--- src/rtl/sctl_pkg.sv ---
package sctl_pkg;
  localparam int WORD_W    = 16;
  localparam int NUM_REGS  = 5;
  localparam int MODE_REG  = 0;
  localparam int MODE_LSB  = 0;
  localparam int MODE_W    = 3;
  localparam int INTERP_BIT = 9;
  localparam int PWR_REG   = 1;
  localparam logic [MODE_W-1:0] MODE_SYNC = 3'd4;

  typedef enum logic {PH_ADDR, PH_DATA} phase_e;
endpackage

--- src/rtl/sctl_deser.sv ---
module sctl_deser #(
  parameter int W = sctl_pkg::WORD_W
) (
  input  logic         clk,
  input  logic         rst_n,
  input  logic         fsync,
  input  logic         sdata,
  output logic         word_vld,
  output logic [W-1:0] word
);
  localparam int CW = $clog2(W + 1);

  logic [CW-1:0] bits_left;
  logic [W-1:0]  shreg;

  always_ff @(posedge clk or negedge rst_n) begin
    if (!rst_n) begin
      bits_left <= '0;
      shreg     <= '0;
      word_vld  <= 1'b0;
    end else begin
      word_vld <= 1'b0;
      if (fsync) begin
        bits_left <= CW'(W);
      end else if (bits_left != '0) begin
        shreg     <= {shreg[W-2:0], sdata};
        bits_left <= bits_left - 1'b1;
        if (bits_left == CW'(1)) word_vld <= 1'b1;
      end
    end
  end

  assign word = shreg;

  // a word needs 16 sampled bits, so completion can never repeat on consecutive cycles
  a_r2_word_spacing: assert property (@(posedge clk) disable iff (!rst_n)
    word_vld |=> !word_vld);
endmodule

--- src/rtl/sctl_pair.sv ---
module sctl_pair #(
  parameter int W    = sctl_pkg::WORD_W,
  parameter int NREG = sctl_pkg::NUM_REGS,
  localparam int AW  = $clog2(NREG)
) (
  input  logic          clk,
  input  logic          rst_n,
  input  logic          word_vld,
  input  logic [W-1:0]  word,
  output logic          wr_en,
  output logic [AW-1:0] wr_addr,
  output logic [W-1:0]  wr_data
);
  import sctl_pkg::*;

  phase_e       phase;
  logic [W-1:0] addr_q;
  logic         addr_ok;

  assign addr_ok = addr_q < W'(NREG);
  assign wr_en   = word_vld && (phase == PH_DATA) && addr_ok;
  assign wr_addr = addr_q[AW-1:0];
  assign wr_data = word;

  always_ff @(posedge clk or negedge rst_n) begin
    if (!rst_n) begin
      phase  <= PH_ADDR;
      addr_q <= '0;
    end else if (word_vld) begin
      if (phase == PH_ADDR) begin
        addr_q <= word;
        phase  <= PH_DATA;
      end else begin
        phase  <= PH_ADDR;
      end
    end
  end

  // no write strobe ever carries an out-of-range register index
  a_r4_no_bad_write: assert property (@(posedge clk) disable iff (!rst_n)
    wr_en |-> (int'(wr_addr) < NREG));
  // a completed word always flips the address/data phase
  a_r3_phase_toggle: assert property (@(posedge clk) disable iff (!rst_n)
    word_vld |=> (phase != $past(phase)));
endmodule

--- src/rtl/sctl_bank.sv ---
module sctl_bank #(
  parameter int W    = sctl_pkg::WORD_W,
  parameter int NREG = sctl_pkg::NUM_REGS,
  localparam int AW  = $clog2(NREG)
) (
  input  logic                  clk,
  input  logic                  rst_n,
  input  logic                  wr_en,
  input  logic [AW-1:0]         wr_addr,
  input  logic [W-1:0]          wr_data,
  output logic [NREG-1:0][W-1:0] regs,
  output logic                  pwr_up,
  output logic                  soft_rst
);
  import sctl_pkg::*;

  logic [MODE_W-1:0] old_mode, new_mode;
  logic              enter_sync;

  for (genvar i = 0; i < NREG; i++) begin : g_reg
    always_ff @(posedge clk or negedge rst_n) begin
      if (!rst_n)                               regs[i] <= '0;
      else if (wr_en && wr_addr == AW'(i))      regs[i] <= wr_data;
    end
  end

  assign old_mode   = regs[MODE_REG][MODE_LSB +: MODE_W];
  assign new_mode   = wr_data[MODE_LSB +: MODE_W];
  assign enter_sync = wr_en && (wr_addr == AW'(MODE_REG)) &&
                      (new_mode == MODE_SYNC) && (old_mode != MODE_SYNC);

  always_ff @(posedge clk or negedge rst_n) begin
    if (!rst_n) begin
      pwr_up   <= 1'b0;
      soft_rst <= 1'b0;
    end else begin
      soft_rst <= enter_sync;
      if (wr_en && wr_addr == AW'(PWR_REG)) pwr_up <= 1'b1;
    end
  end

  // registers hold unless a write strobe was present
  a_r3_regs_hold: assert property (@(posedge clk) disable iff (!rst_n)
    !wr_en |=> $stable(regs));
  // power-up flag is sticky
  a_r7_pwr_sticky: assert property (@(posedge clk) disable iff (!rst_n)
    pwr_up |=> pwr_up);
  // pulse is one cycle wide and only seen with sync mode stored
  a_r8_pulse_single: assert property (@(posedge clk) disable iff (!rst_n)
    soft_rst |=> !soft_rst);
  a_r8_pulse_mode: assert property (@(posedge clk) disable iff (!rst_n)
    soft_rst |-> (regs[MODE_REG][MODE_LSB +: MODE_W] == MODE_SYNC));
endmodule

--- src/rtl/sctl_port.sv ---
module sctl_port #(
  parameter int W    = sctl_pkg::WORD_W,
  parameter int NREG = sctl_pkg::NUM_REGS
) (
  input  logic              sclk,
  input  logic              rst_n,
  input  logic              fsync,
  input  logic              sdata,
  output logic [NREG*W-1:0] ctl_regs,
  output logic [2:0]        op_mode,
  output logic              interp_en,
  output logic              pwr_up,
  output logic              soft_rst
);
  import sctl_pkg::*;
  localparam int AW = $clog2(NREG);

  logic                   word_vld;
  logic [W-1:0]           word;
  logic                   wr_en;
  logic [AW-1:0]          wr_addr;
  logic [W-1:0]           wr_data;
  logic [NREG-1:0][W-1:0] regs;

  sctl_deser #(.W(W)) u_deser (
    .clk(sclk), .rst_n(rst_n), .fsync(fsync), .sdata(sdata),
    .word_vld(word_vld), .word(word)
  );

  sctl_pair #(.W(W), .NREG(NREG)) u_pair (
    .clk(sclk), .rst_n(rst_n), .word_vld(word_vld), .word(word),
    .wr_en(wr_en), .wr_addr(wr_addr), .wr_data(wr_data)
  );

  sctl_bank #(.W(W), .NREG(NREG)) u_bank (
    .clk(sclk), .rst_n(rst_n), .wr_en(wr_en), .wr_addr(wr_addr),
    .wr_data(wr_data), .regs(regs), .pwr_up(pwr_up), .soft_rst(soft_rst)
  );

  assign ctl_regs  = regs;
  assign op_mode   = regs[MODE_REG][MODE_LSB +: MODE_W];
  assign interp_en = regs[MODE_REG][INTERP_BIT];
endmodule

--- config.mk ---
export PLATFORM = sky130hd
export DESIGN_NAME = sctl_port
export DESIGN_NICKNAME = d
export VERILOG_FILES = /design/src/rtl/sctl_pkg.sv /design/src/rtl/sctl_deser.sv /design/src/rtl/sctl_pair.sv /design/src/rtl/sctl_bank.sv /design/src/rtl/sctl_port.sv
export SDC_FILE = /design/constraint.sdc
export NUM_CORES = 1
export LEC_CHECK = 0
export BUFFER_PORTS_ARGS = -buffer_cell sky130_fd_sc_hd__buf_2
export CAP_MARGIN = 20
export CORE_UTILIZATION = 55
export DETAILED_ROUTE_END_ITERATION = 10
export GPL_TIMING_DRIVEN = 0
export PLACE_DENSITY_LB_ADDON = 0.2
export RECOVER_POWER = 25
export SLEW_MARGIN = 5
export SYNTH_ARGS = -nofsm -noshare
export SYNTH_HDL_FRONTEND = slang
export SYNTH_SLANG_ARGS = --single-unit
--- constraint.sdc ---
create_clock -name sclk -period 4.65 [get_ports sclk]
set_input_delay 0.2325 -clock sclk [delete_from_list [all_inputs] [get_ports sclk]]
set_output_delay 0.2325 -clock sclk [all_outputs]
set_load 0.01 [all_outputs]
==> metrics <==
status complete, but fails checks; violated checks max-capacitance violations, max-slew violations; ANT nets after route 0; # clock sinks 121; leakage 3.28 nW; synthesized instance count 297; Clk Latency, worst-skew pair 0.51 ns; Avg Inst Size Synth 16.3 um2; max frequency 360 MHz; clk buf depth 2; hpwl dp 5910 um; via count 2847; Gate power share 0.155; filler instances 562; worst-path fanout max 52; Placer Congestion 0.843; remaining global-route overflow 0; Resized Gates After CTS 0; ys flop type dfrtp_1; critical path, cell by cell dlygate4sd3_1 > clkbuf_1; Post-CTS Setup Inserts 0; Final #Nets 416; DR pass1 iterations 4; Post-Route WL 9240 um; Internal 2.48 mW; EDFF count, synth 0; Rel. slew slack -0.881; Setup Viol. Count Final 0; Worst EP required 4.65 ns; Net Sw Frac 0.276; GRT Overall Usage 0.224; row count 33; CTS Hold Bufs 3; DIE AREA 0.00920 mm2; Psw 0.944 mW; core area 0.00838 mm2; CP arrival 2.77 ns; vias in the first global route 2869; # DRC 0; PortBufs 89; largest net degree at the start of global routing 71; measured slew at the worst slew-check pin 2.82 ns; Antenna diodes 0; Synth area leaders dfrtp_1 (62%), mux2_2 (24%), mux2_4 (3.1%); synthesized cell area 0.00485 mm2; Tmin final 2.77 ns; Area growth syn-to-layout 26.1%; Worst Skew 0.0128 ns; iteration-0 DRC count of the detailed router 153; final period utilization 0.597; CP Capture Type async pin; Reg power frac 0.439; H-Tree Depth 4; sequential area share after synthesis 0.624; TritonCTS clock tree built; Peak VDD IR 0.288 mV; Synthesis Warnings 0; Die W 95.9 um; area leader, netlist dfrtp_1; synthesized net count 304; final setup TNS 0 ns; Cell variety after synth 33; critical path class in -> async; MaxCap Viol Count 1; I/O Pins 90; CP delay by family, top buffers and inverters; Synth Register Bits 121; Crit path largest cell delay 1.99 ns; number of buffers created by CTS 17; Hold Violations, Final 0; Initial Utilization 0.579; Power Density 560 mW/mm2; slowest stage cell on the critical path clkbuf_1; die height 95.9 um; initial antenna violation count 0; most common cell in the netlist dfrtp_1; synth cell count leaders dfrtp_1 (121), mux2_2 (102), mux2_4 (10); clock transition at the registers of the reported paths 0.06 ns; Root Driver clkbuf_8; layout cell share with drive strength beyond 1 0.607; Post-synth ARST share 1.00; Clk pwr share 0.407; critical path startpoint category input pin; overall power 3.42 mW; post-layout util 0.730; Worst Reg-to-Reg Cells 5; RSZ-0062 raised after global routing no; vias per cell 5.40; Hold Crit Depth 1; hold crit path type reg -> reg; Slew Viols, Final 52; CP bufs+invs 2; routed len/inst 17.5 um; top cell type's share of synthesized area 0.624; first-pass GRT wire length 14900 um; CP Depth 2
-- stage by stage --
| stage | worst slack [ns] | cell area (um2) | cells | hold WS (ns) |
|---|---|---|---|---|
| after floorplan | 2.66 | 4850 | 297 | -0.0631 |
| after global placement | 1.92 | 5430 | 491 | 0.447 |
| after detailed placement | 2.32 | 5460 | 492 | 0.213 |
| after CTS | 2.27 | 6120 | 527 | 0.231 |
| after global routing | 1.30 | 6120 | 527 | 0.490 |
| final | 1.88 | 6120 | 527 | 0.459 |
-- area by class of cell --
type                    count  area [um2]  share of cell area
plain buffers              15         124              0.0202
multi-input cells         158        1690               0.276
repair buffers             93         502              0.0820
well taps                 105         131              0.0215
inverters                   3        11.3             0.00184
clock inverters            12         198              0.0323
clock buffers              20         435              0.0712
flip-flops and latches    121        3030               0.495
-- registers in the layout, indices dropped and copies added (netlist names) --
register / flops
u_bank.pwr_up: 1
u_bank.regs: 80
u_deser.bits_left: 5
u_bank.soft_rst: 1
u_deser.word: 16
u_deser.word_vld: 1
u_pair.phase: 1
u_pair.addr_q: 16
-- worst reg2reg max path, stage by stage (launching register included) --
cell,delay [ns]
dfrtp_1,0.42
nor4_2,0.36
nand4_2,0.23
nor3b_2,0.64
buf_6,0.27
mux2_2,0.36
-- logic make-up after synthesis --
kind of cell | count (synthesis) | synth area share
xor+xnor | 3 | 0.00542
simple gates | 37 | 0.0632
flops | 121 | 0.624
buf+inv | 18 | 0.0279
mux | 112 | 0.268
compound gates | 3 | 0.00387
fa+ha+maj | 3 | 0.00774
-- placed cells by master (no fill, tap or decap), types with 5 or more instances in the layout --
master and instances:
clkbuf_1 6, clkbuf_16 16, buf_4 5, mux2_2 102
dfrtp_1 121, mux2_4 10, clkinvlp_4 5, buf_2 90
nor2_1 8, bufinv_16 5
-- power by group through the flow --
stage / sequential (mW) / clock (mW) / combinational, mW
finish: 1.50 / 1.39 / 0.530
global route: 1.53 / 1.46 / 0.589
CTS: 1.50 / 1.41 / 0.540
detailed placement: 1.51 / 0 / 0.528
global placement: 1.50 / 0 / 0.501
floorplan: 1.45 / 0 / 0.367
-- per-layer routing --
metal / GRT usage / vias up / part of all wire
met1: 0.313 / 1466 / 0.47
met2: 0.331 / 82 / 0.46
met3: 0.0608 / 14 / 0.053
li1: - / 1285 / -
met5: 0 / - / 0
met4: 0.0945 / 0 / 0.015
-- path summary, 6_finish.rpt --
check | from | to | slack, ns
min in group asynchronous | rst_n | u_bank.regs[68] | 1.18
max | rst_n | u_bank.regs[3] | 1.88
min | u_bank.pwr_up | u_bank.pwr_up | 0.46
min reg2reg | u_bank.pwr_up | u_bank.pwr_up | 0.46
max reg2reg | u_pair.addr_q[8] | u_bank.regs[73] | 2.25
max in group sclk | u_pair.addr_q[8] | u_bank.regs[73] | 2.25
(Power assumes the default switching activity.)
